### config.mk
export PLATFORM = sky130hd
export DESIGN_NAME = uatx_core
export DESIGN_NICKNAME = d
export VERILOG_FILES = /design/src/rtl/uatx_pkg.sv /design/src/rtl/uatx_baud.sv /design/src/rtl/uatx_hold.sv /design/src/rtl/uatx_frame.sv /design/src/rtl/uatx_core.sv
export SDC_FILE = /design/constraint.sdc
export NUM_CORES = 1
export LEC_CHECK = 0
export CAP_MARGIN = 20
export CORE_MARGIN = 3
export CORE_UTILIZATION = 37
export CTS_CLUSTER_DIAMETER = 50
export DETAILED_ROUTE_END_ITERATION = 8
export PLACE_DENSITY = 0.66
export REMOVE_ABC_BUFFERS = 1
export SYNTH_ARGS = -nofsm -noshare
export SYNTH_HDL_FRONTEND = slang
export SYNTH_HIERARCHICAL = 1
export SYNTH_SLANG_ARGS = --single-unit
### constraint.sdc
create_clock -name clk -period 3.7 [get_ports clk]
set_input_delay 0.37 -clock clk [delete_from_list [all_inputs] [get_ports clk]]
set_output_delay 0.37 -clock clk [all_outputs]
set_load 0.1 [all_outputs]
### src/rtl/uatx_pkg.sv
package uatx_pkg;

    localparam int CHAR_W = 8;

    typedef enum logic [2:0] {
        S_IDLE,
        S_START,
        S_DATA,
        S_PAR,
        S_STOP,
        S_BRK
    } tx_state_e;

    localparam logic [2:0] CMD_FLUSH  = 3'h3;
    localparam logic [2:0] CMD_BRK_ON = 3'h6;
    localparam logic [2:0] CMD_BRK_OFF = 3'h7;

    function automatic logic par_present(input logic [2:0] mode);
        return !(mode == 3'b100 || mode == 3'b101);
    endfunction

    function automatic logic par_value(input logic [2:0] mode, input logic [CHAR_W-1:0] d);
        logic v;
        unique case (mode)
            3'b000:  v = ^d;
            3'b001:  v = ~^d;
            3'b011,
            3'b111:  v = 1'b1;
            default: v = 1'b0;
        endcase
        return v;
    endfunction

endpackage

### src/rtl/uatx_baud.sv
module uatx_baud #(
    parameter int DIV_W = 16
) (
    input  logic             clk,
    input  logic             rst_n,
    input  logic             run,
    input  logic [DIV_W-1:0] div,
    output logic             tick
);
    localparam logic [DIV_W-1:0] DIV_MIN = DIV_W'(2);

    logic [DIV_W-1:0] div_eff;
    logic [DIV_W-1:0] cnt_q;

    assign div_eff = (div < DIV_MIN) ? DIV_MIN : div;
    assign tick    = run && (cnt_q == div_eff - DIV_W'(1));

    always_ff @(posedge clk or negedge rst_n) begin
        if (!rst_n) begin
            cnt_q <= '0;
        end else if (!run || tick) begin
            cnt_q <= '0;
        end else begin
            cnt_q <= cnt_q + DIV_W'(1);
        end
    end

    AST_TICK_GAP: assert property (@(posedge clk) disable iff (!rst_n)
        tick |=> !tick);

endmodule

### src/rtl/uatx_hold.sv
module uatx_hold #(
    parameter int W = 8
) (
    input  logic         clk,
    input  logic         rst_n,
    input  logic         wr,
    input  logic [W-1:0] wdata,
    input  logic         accept,
    input  logic         take,
    input  logic         flush,
    output logic         full,
    output logic [W-1:0] data
);
    logic         full_q;
    logic [W-1:0] data_q;

    always_ff @(posedge clk or negedge rst_n) begin
        if (!rst_n) begin
            full_q <= 1'b0;
            data_q <= '0;
        end else if (flush) begin
            full_q <= 1'b0;
        end else if (take) begin
            full_q <= 1'b0;
        end else if (wr && accept && !full_q) begin
            full_q <= 1'b1;
            data_q <= wdata;
        end
    end

    assign full = full_q;
    assign data = data_q;

    AST_HOLD_KEEP: assert property (@(posedge clk) disable iff (!rst_n)
        (full_q && !take && !flush) |=> (full_q && $stable(data_q)));

endmodule

### src/rtl/uatx_frame.sv
module uatx_frame
    import uatx_pkg::*;
#(
    parameter int OVS = 16
) (
    input  logic              clk,
    input  logic              rst_n,
    input  logic              tick,
    input  logic              flush,
    input  logic              brk_req,
    input  logic              hold_full,
    input  logic [CHAR_W-1:0] hold_data,
    input  logic [1:0]        len_sel,
    input  logic [2:0]        par_sel,
    input  logic              two_stop,
    input  logic              cts_gate,
    input  logic              cts_n,
    output logic              take,
    output logic              run,
    output logic              busy,
    output logic              txd
);
    localparam int SUB_W = $clog2(OVS);
    localparam logic [SUB_W-1:0] SUB_LAST = SUB_W'(OVS - 1);

    tx_state_e         state_q, state_d;
    logic [SUB_W-1:0]  sub_q;
    logic [2:0]        cnt_q;
    logic [2:0]        nlast_q;
    logic [CHAR_W-1:0] shf_q;
    logic              pbit_q, hasp_q, stop2_q;
    logic              bit_end, cts_ok;
    logic [CHAR_W-1:0] mask, masked;

    assign bit_end = tick && (sub_q == SUB_LAST);
    assign cts_ok  = !cts_gate || !cts_n;
    assign mask    = 8'hFF >> (2'd3 - len_sel);
    assign masked  = hold_data & mask;

    always_comb begin
        state_d = state_q;
        take    = 1'b0;
        if (flush) begin
            state_d = S_IDLE;
        end else begin
            unique case (state_q)
                S_IDLE: begin
                    if (brk_req) begin
                        state_d = S_BRK;
                    end else if (hold_full && cts_ok) begin
                        state_d = S_START;
                        take    = 1'b1;
                    end
                end
                S_START: if (bit_end) state_d = S_DATA;
                S_DATA: begin
                    if (bit_end && cnt_q == nlast_q) begin
                        state_d = hasp_q ? S_PAR : S_STOP;
                    end
                end
                S_PAR: if (bit_end) state_d = S_STOP;
                S_STOP: begin
                    if (bit_end && !(stop2_q && cnt_q == 3'd0)) begin
                        state_d = S_IDLE;
                    end
                end
                S_BRK: if (!brk_req) state_d = S_IDLE;
                default: state_d = S_IDLE;
            endcase
        end
    end

    always_ff @(posedge clk or negedge rst_n) begin
        if (!rst_n) begin
            state_q <= S_IDLE;
            sub_q   <= '0;
            cnt_q   <= '0;
            nlast_q <= '0;
            shf_q   <= '0;
            pbit_q  <= 1'b0;
            hasp_q  <= 1'b0;
            stop2_q <= 1'b0;
        end else begin
            state_q <= state_d;
            sub_q   <= !run ? '0 : (tick ? sub_q + SUB_W'(1) : sub_q);
            if (take) begin
                shf_q   <= masked;
                pbit_q  <= par_value(par_sel, masked);
                hasp_q  <= par_present(par_sel);
                nlast_q <= 3'd4 + {1'b0, len_sel};
                stop2_q <= two_stop;
            end
            if (flush) begin
                cnt_q <= '0;
            end else if (bit_end) begin
                unique case (state_q)
                    S_START: cnt_q <= '0;
                    S_DATA: begin
                        shf_q <= shf_q >> 1;
                        cnt_q <= (cnt_q == nlast_q) ? 3'd0 : cnt_q + 3'd1;
                    end
                    S_STOP:  cnt_q <= cnt_q + 3'd1;
                    default: cnt_q <= cnt_q;
                endcase
            end
        end
    end

    always_comb begin
        run  = 1'b0;
        txd  = 1'b1;
        busy = (state_q != S_IDLE);
        unique case (state_q)
            S_IDLE:  txd = 1'b1;
            S_START: begin run = 1'b1; txd = 1'b0;     end
            S_DATA:  begin run = 1'b1; txd = shf_q[0]; end
            S_PAR:   begin run = 1'b1; txd = pbit_q;   end
            S_STOP:  begin run = 1'b1; txd = 1'b1;     end
            S_BRK:   txd = 1'b0;
            default: txd = 1'b1;
        endcase
    end

    AST_CTS_GATE: assert property (@(posedge clk) disable iff (!rst_n)
        (state_q == S_START && $past(state_q) == S_IDLE) |-> $past(!cts_gate || !cts_n));

endmodule

### src/rtl/uatx_core.sv
module uatx_core
    import uatx_pkg::*;
#(
    parameter int DIV_W = 16,
    parameter int OVS   = 16
) (
    input  logic        clk,
    input  logic        rst_n,
    input  logic [7:0]  div_hi,
    input  logic [7:0]  div_lo,
    input  logic [1:0]  len_sel,
    input  logic [2:0]  par_sel,
    input  logic        two_stop,
    input  logic        cts_gate,
    input  logic        cts_n,
    input  logic        wr_stb,
    input  logic [7:0]  wr_data,
    input  logic        cmd_stb,
    input  logic [7:0]  cmd,
    output logic        txd,
    output logic        tx_ready,
    output logic        tx_empty
);
    logic              en_q, brk_q;
    logic              flush, take, run, tick, busy, hold_full;
    logic [CHAR_W-1:0] hold_data;
    logic [2:0]        code;

    assign code  = cmd[6:4];
    assign flush = cmd_stb && (code == CMD_FLUSH);

    always_ff @(posedge clk or negedge rst_n) begin
        if (!rst_n) begin
            en_q  <= 1'b0;
            brk_q <= 1'b0;
        end else if (cmd_stb) begin
            if (cmd[3]) begin
                en_q <= 1'b0;
            end else if (cmd[2]) begin
                en_q <= 1'b1;
            end
            if (code == CMD_BRK_ON) begin
                brk_q <= 1'b1;
            end else if (code == CMD_BRK_OFF || code == CMD_FLUSH) begin
                brk_q <= 1'b0;
            end
        end
    end

    uatx_baud #(.DIV_W(DIV_W)) i_baud (
        .clk   (clk),
        .rst_n (rst_n),
        .run   (run),
        .div   (DIV_W'({div_hi, div_lo})),
        .tick  (tick)
    );

    uatx_hold #(.W(CHAR_W)) i_hold (
        .clk    (clk),
        .rst_n  (rst_n),
        .wr     (wr_stb),
        .wdata  (wr_data),
        .accept (en_q),
        .take   (take),
        .flush  (flush),
        .full   (hold_full),
        .data   (hold_data)
    );

    uatx_frame #(.OVS(OVS)) i_frame (
        .clk       (clk),
        .rst_n     (rst_n),
        .tick      (tick),
        .flush     (flush),
        .brk_req   (brk_q),
        .hold_full (hold_full),
        .hold_data (hold_data),
        .len_sel   (len_sel),
        .par_sel   (par_sel),
        .two_stop  (two_stop),
        .cts_gate  (cts_gate),
        .cts_n     (cts_n),
        .take      (take),
        .run       (run),
        .busy      (busy),
        .txd       (txd)
    );

    assign tx_ready = en_q && !hold_full;
    assign tx_empty = !busy && !hold_full;

    AST_FLUSH_EMPTY: assert property (@(posedge clk) disable iff (!rst_n)
        flush |=> (tx_empty && txd));

    AST_EMPTY_LINE: assert property (@(posedge clk) disable iff (!rst_n)
        tx_empty |-> txd);

endmodule

Word-level counts from Yosys, hierarchy flattened
Cells that the tools add are included.

Register bits: 51. Bits in latches: 0. RAM bits: 0. Bits in read-only memories: 0. Input port bits: 44. Output and inout bits: 3. Logic and storage cells: 124. Memories: 0.

Add/subtract/negate cells: 6. $mul: 0. Divide/modulo/power cells: 0. $lt $le $gt $ge: 1. Equal/unequal tests: 23. Shifts and indexed selects: 1. Mux-type cells: 36. Bitwise logic cells: 3. Reduce and logical (&&, ||, !) cells: 41.

Operator list (count): 3-bit two-way mux (12); 16-bit two-way mux (2); 8-bit two-way mux (4); 3-bit == test (second input constant) (7); 3-bit one-hot mux with 6 select lines (1); 16-bit by 1-bit adder with 16-bit output (second input constant) (1); 16-bit == test (1); 16-bit by 2-bit < comparator with 1-bit output (second input constant) (1); 16-bit by 1-bit subtractor with 16-bit output (second input constant) (1); 3-bit by 2-bit == test with 1-bit output (second input constant) (4); 1-bit two-way mux (12); 3-bit by 2-bit inequality test with 1-bit output (second input constant) (4); 1-bit logical AND (11); 3-bit logical NOT (3); 3-bit one-hot mux with 3 select lines (1); 8-bit AND (1); 4-bit two-way mux (2); 8-bit XNOR reduction (1); 8-bit XOR reduction (1); 8-bit by 2-bit right shift with 8-bit output (first input constant) (1); 1-bit logical NOT (7); 3-bit by 1-bit == test with 1-bit output (second input constant) (2); 1-bit one-hot mux with 3 select lines (2); 2-bit AND reduction (3); other kinds (18) (26).

Longest topological paths before layout
Word-level depth: 11. Mapped depth: 17. Mapped depth without buffers: 15.

Hierarchy
The synthesis kept the hierarchy.

Modules (own cells, without submodules): uatx_baud (instances 1, cells each 191, area each 1577.8 µm², sequential area each 400.4 µm²); uatx_frame (instances 1, cells each 174, area each 1476.4 µm², sequential area each 600.6 µm²); uatx_hold (instances 1, cells each 21, area each 350.3 µm², sequential area each 225.2 µm²); uatx_core (instances 1, cells each 10, area each 91.3 µm², sequential area each 50.0 µm²).

Least setup slack after synthesis
Ideal clock, no wire load.

Path kind: input to register. From: in div_hi[3]. To: reg i_frame.shf_q[4]. Library setup time: 0.141 ns. Data arrival time: 3.687 ns. Required time: 3.559 ns. Path slack: -0.128 ns. Stages on the path: 17. Buffers on the path: 3. Cell sequence: clkbuf_1 > nor4_1 > nand4_1 > nand2_1 > ha_1 > nor2b_1 > nand4_1 > nor4b_1 > a211oi_1 > nor4_4 > and3_1 > nand4_1 > or3_1 > clkbuf_1 > clkbuf_1 > nor2_1 > a31oi_1.

Cells in the longest elaborated chain, start to end: 8.

RTL lines: start: declaration (line uatx_core.sv:9) `input logic [7:0] div_hi,`; 16-bit by 2-bit < comparator with 1-bit output (line uatx_baud.sv:15) `assign div_eff = (div < DIV_MIN) ? DIV_MIN : div;`; 16-bit two-way mux (*) (line uatx_baud.sv:15); 16-bit by 1-bit subtractor with 16-bit output (*) (line uatx_baud.sv:16) `assign tick = run && (cnt_q == div_eff - DIV_W'(1));`; 16-bit == test (*) (line uatx_baud.sv:16); 1-bit logical AND (*) (line uatx_baud.sv:16); named net tick (line uatx_core.sv:25) `logic flush, take, run, tick, busy, hold_full;`; 1-bit logical AND (*) (line uatx_frame.sv:35) `assign bit_end = tick && (sub_q == SUB_LAST);`; 8-bit two-way mux (*) (line uatx_frame.sv:95) `end else if (bit_end) begin`; 8-bit two-way mux (*) (line uatx_frame.sv:93) `if (flush) begin`; end signal: assignment (line uatx_frame.sv:87) `shf_q <= masked;`; end signal: assignment (line uatx_frame.sv:99) `shf_q <= shf_q >> 1;`; end: declaration (line uatx_frame.sv:30) `logic [CHAR_W-1:0] shf_q;`.

The timed path passes the listed nets; every way through them passes the cells marked *. A chain may end at the register's enable or synchronous reset.

Final worst setup path
From: in div_hi[3]. To: reg i_frame.state_q[0].

Cells in the longest elaborated chain, start to end: 9. Elaborated cells on any way between the ends: 13. Classes of those cells: 1 x add/sub; 1 x order compare; 5 x eq/ne; 1 x mux; 5 x reduce/logical.

RTL lines: 16-bit by 2-bit < comparator with 1-bit output (line uatx_baud.sv:15); 16-bit two-way mux (*) (line uatx_baud.sv:15); 16-bit by 1-bit subtractor with 16-bit output (*) (line uatx_baud.sv:16); 16-bit == test (*) (line uatx_baud.sv:16); 1-bit logical AND (*) (line uatx_baud.sv:16); named net tick (line uatx_core.sv:25); 1-bit logical AND (*) (line uatx_frame.sv:35); 1-bit logical AND, on equally long branches (line uatx_frame.sv:57, uatx_frame.sv:63); 3-bit by 2-bit inequality test with 1-bit output (no source line); 6-bit AND reduction (no source line) (*); end signal: assignment (line uatx_frame.sv:84) `state_q <= state_d;`; end: declaration (line uatx_frame.sv:26) `tx_state_e state_q, state_d;`.

Marked as above.

==> out/summary.md <==
The run finished with clean final reports. Leaving out filler cells and counting taps, the final layout contains 573. From synthesis to final layout, the design area changed by 26.7%. The measured slew at the worst slew-check pin is 974 ps, and the total leakage power is 0.00185 uW. The worst setup slack after placement came out at -418 ps. The highest net fanout along the worst path works out to 4.

The count of maximum capacitance violations is 0, and the total congestion overflow is 0. For this design, the sink count on the clock tree is 51. Depth of the CTS H-tree: 2. After synthesis, the cell types taking the most area are sky130_fd_sc_hd__dfrtp_1 (37%), sky130_fd_sc_hd__xnor2_1 (6.5%), sky130_fd_sc_hd__nand2_1 (5.7%), sky130_fd_sc_hd__a21oi_1 (3.7%), sky130_fd_sc_hd__nor2_1 (3.3%). The logs give 188 ps for the minimum setup slack in the final design and 0 for the total inserted antenna cells. The layout cell share with drive strength beyond 1 is 0.172, and the I/O pin count is 47.

The die covers 10700 um^2. The synthesized netlist occupies a cell area of 3500 um^2. The power per cell area was 477 nW/um^2.

STA puts the critical path data required time at 3910 ps. In the final timing run, aggregate negative setup slack is 0 ps. Counting along the longest clock path gives a buffer depth of 2. The count of nets after finishing is 513, and the switching component of the power is 844 uW. After legalization and detailed placement, the total HPWL measured 6.19 mm. The first global-routing pass estimated 13.9 mm of wire. Detailed routing inserted a total of 3115 vias.

The number of global-route vias before repair is 3101. The worst max-slew margin expressed relative to the limit came out at 0.348. Setup violations remaining at the end of the flow were counted as 0. The share of the synthesized area in the top cell type was 0.365. Yosys instantiated no cell more often than sky130_fd_sc_hd__nand2_1.

In this run the mean area of a mapped cell was 8.83 um^2. Port buffer count: 43. The biggest area contributor in the post-synthesis netlist is sky130_fd_sc_hd__dfrtp_1. In this run, synthesis inferred 0 flip-flops with an integrated enable. In this run the critical register-to-register path is launched from i_baud/cnt_q[9].

The first detailed-routing pass took 4 iterations. The worst register-to-register path ends at i_frame/shf_q[5]. The tools report the internal power summed over all cells as 1270 uW. Number of cells produced by synthesis: 396.

The min-delay analysis places its worst path in the category in2async. Setup slack on the worst reg-to-reg path comes out at 670 ps. For the number of CTS-inserted buffers, the log shows 5. The tools report the register share of total power as 0.403. The initial cell density of the core is 0.391, and the worst clock skew is 11.1 ps. The detail route stage leaves a number of antenna-violating nets equal to 0. DRC violation total after the first TritonRoute iteration: 150. The tools report the number of synthesis warnings as 6. After layout, the design draws a total of 2110 uW.

In this run the worst setup path begins at div_hi[3]. The wire length reported by the detailed router came out at 8.11 mm. The tools report the capturing instance or port of the critical path as i_frame/state_q[0].

In the final routed layout, each cell accounts on average for 14.1 um. The aggregate global-route resource usage is 0.160. The worst setup path is captured at a register.

The die is 103 um tall. For the finished layout, the period the worst path requires is 3510 ps. Entering global routing, the biggest net connects 31 pins. The setup path with the least slack is of type in2reg. For the combinational fraction of design power, the log shows 0.411.

After synthesis, the most frequently instantiated cells are sky130_fd_sc_hd__nand2_1 (53), sky130_fd_sc_hd__dfrtp_1 (51), sky130_fd_sc_hd__nor2_1 (31). After clock tree synthesis, the clock-pin slew on the worst setup and hold paths is 100 ps. The worst register-to-register path has a depth of 10. The tree is rooted in a sky130_fd_sc_hd__clkbuf_8. The run gives 0.853 as the global placer's final weighted congestion. The floorplan core area was 8930 um^2.

The number of antenna violations at the first check in global routing came out at 0. In this run the horizontal extent of the chip is 103 um. Using the TritonRoute via totals, the vias-per-cell ratio works out to 5.44. After clock tree synthesis, the flow added hold-fix buffers numbering 0.

The worst setup path is launched from an input port. The netlist uses 61 different library cells. Once placement completed, the tool counted placed cells totaling 564. The share of total power in the clock network came out at 0.186. The row count is 34, and the async set or reset register ratio after synthesis is 1.00.

TritonCTS built the clock tree. The post-layout utilization of the core was 0.496; the hold violation total from the final report was 0. The data arrival time of the worst path came out at 3720 ps. For this run, the leading register cell type out of synthesis is sky130_fd_sc_hd__dfrtp_1. The tools report the sequential cell area fraction in the yosys report as 0.365. The worst-case IR drop observed on VDD is 0.487 mV. Flip-flop and latch count after synthesis: 51.

For this run, design rule violations remaining after detail routing come to 0. The final count of pins violating max slew was 0; the post-route fraction of the period consumed by the critical path was 0.949. The peak clock frequency supported by timing was 0.285 GHz. For the worst-skew pair, the clock arrives at the later sink with an insertion delay of 310 ps. The switching share of total power came out at 0.400.
## power by group through the flow
stage | Combinational (uW) | Sequential [uW] | Clock (uW)
floorplan | 624 | 817 | 0
global placement | 829 | 857 | 0
detailed placement | 854 | 863 | 0
CTS | 868 | 852 | 406
global route | 958 | 880 | 431
finish | 867 | 851 | 394
## worst min-delay path by stage
| stage | slack, ps | cells after the start | from | to |
|---|---|---|---|---|
| finish | 5 | 1 | rst_n | i_hold/data[2] |
| floorplan | 70 | 0 | rst_n | brk_q |
| global placement | 360 | 1 | rst_n | i_hold/data[0] |
| detailed placement | 360 | 1 | rst_n | i_hold/data[0] |
| CTS | 10 | 1 | rst_n | i_hold/data[1] |
| global route | 20 | 1 | rst_n | i_hold/data[2] |
## layout by cell type, fill, tap and decap left out, types with 6 or more instances in the layout
| cell | netlist | routed |
|---|---|---|
| sky130_fd_sc_hd__o21ai_0 | 12 | 10 |
| sky130_fd_sc_hd__nor2b_1 | 7 | 6 |
| sky130_fd_sc_hd__xnor2_1 | 26 | 26 |
| sky130_fd_sc_hd__xor2_1 | 12 | 12 |
| sky130_fd_sc_hd__buf_4 | 1 | 38 |
| sky130_fd_sc_hd__mux2_2 | 8 | 8 |
| sky130_fd_sc_hd__nor3_1 | 13 | 13 |
| sky130_fd_sc_hd__a21oi_1 | 26 | 26 |
| sky130_fd_sc_hd__nand2_1 | 53 | 52 |
| sky130_fd_sc_hd__nand3_1 | 18 | 18 |
| sky130_fd_sc_hd__inv_1 | 11 | 11 |
| sky130_fd_sc_hd__nand4_1 | 7 | 7 |
| sky130_fd_sc_hd__clkdlybuf4s50_1 | 0 | 40 |
| sky130_fd_sc_hd__dfrtp_1 | 51 | 51 |
| sky130_fd_sc_hd__nor2_1 | 31 | 31 |
| sky130_fd_sc_hd__a31oi_1 | 8 | 8 |
## registers in the layout (all words and copies together), names as in the netlist, 3 cells and up
register,flops
i_frame/sub_q,4
i_frame/state_q,3
i_baud/cnt_q,16
i_frame/shf_q,8
i_hold/data,8
i_frame/cnt_q,3
i_frame/nlast_q,3
## through the flow
stage | hold slack (ps) | cell area [um^2]
floorplan | 74.4 | 3380
global placement | 356 | 4220
detailed placement | 361 | 4220
CTS | 13.0 | 4390
global route | 23.3 | 4430
finish | 5.13 | 4430
## metal layers
| layer | up-vias | GRT usage | part of all wire | routed length [um] |
|---|---|---|---|---|
| met1 | 1471 | 0.205 | 0.45 | 3620 |
| met3 | 9 | 0.0255 | 0.050 | 406 |
| met5 | - | 0 | 0 | 0 |
| li1 | 1558 | - | - | - |
| met2 | 77 | 0.283 | 0.49 | 4000 |
| met4 | 0 | 0.0359 | 0.0093 | 75 |
## cell families (layout without fill, tap and decap cells)
family,after synthesis,in the layout,share of synthesized area
fa+ha+maj,5,5,0.0179
buf+inv,31,100,0.0444
simple gates,179,179,0.286
flops,51,51,0.365
xor+xnor,39,39,0.102
mux,9,9,0.0286
compound gates,82,82,0.157
## final cells by class
class / count / area [um^2]
tap: 108 / 135
sequential: 51 / 1280
clock inverter: 3 / 43.8
clock buffer: 5 / 68.8
inverter: 11 / 41.3
timing repair buffer: 81 / 716
fill: 859 / 4500
multi-input combinational: 314 / 2150
## worst max-delay path, stage by stage
cell and delay, ps:
sky130_fd_sc_hd__clkdlybuf4s50_1 450, sky130_fd_sc_hd__nor4_2 310, sky130_fd_sc_hd__nand4_1 170, sky130_fd_sc_hd__nand2_2 120
sky130_fd_sc_hd__ha_4 170, sky130_fd_sc_hd__nor2b_2 180, sky130_fd_sc_hd__nand4_1 160, sky130_fd_sc_hd__and4b_1 260
sky130_fd_sc_hd__a211oi_2 190, sky130_fd_sc_hd__buf_4 150, sky130_fd_sc_hd__nor4_4 40, sky130_fd_sc_hd__and3_4 180
sky130_fd_sc_hd__and4_1 160, sky130_fd_sc_hd__buf_4 140, sky130_fd_sc_hd__a211o_1 300, sky130_fd_sc_hd__a211o_1 310
sky130_fd_sc_hd__o31ai_1 70
## timing repair
action                     CTS  global route
pin swaps                    2            15
resized for setup            8            11
buffers inserted             1             1
setup endpoints to repair   11            14
Power figures use the tool's default switching activity.
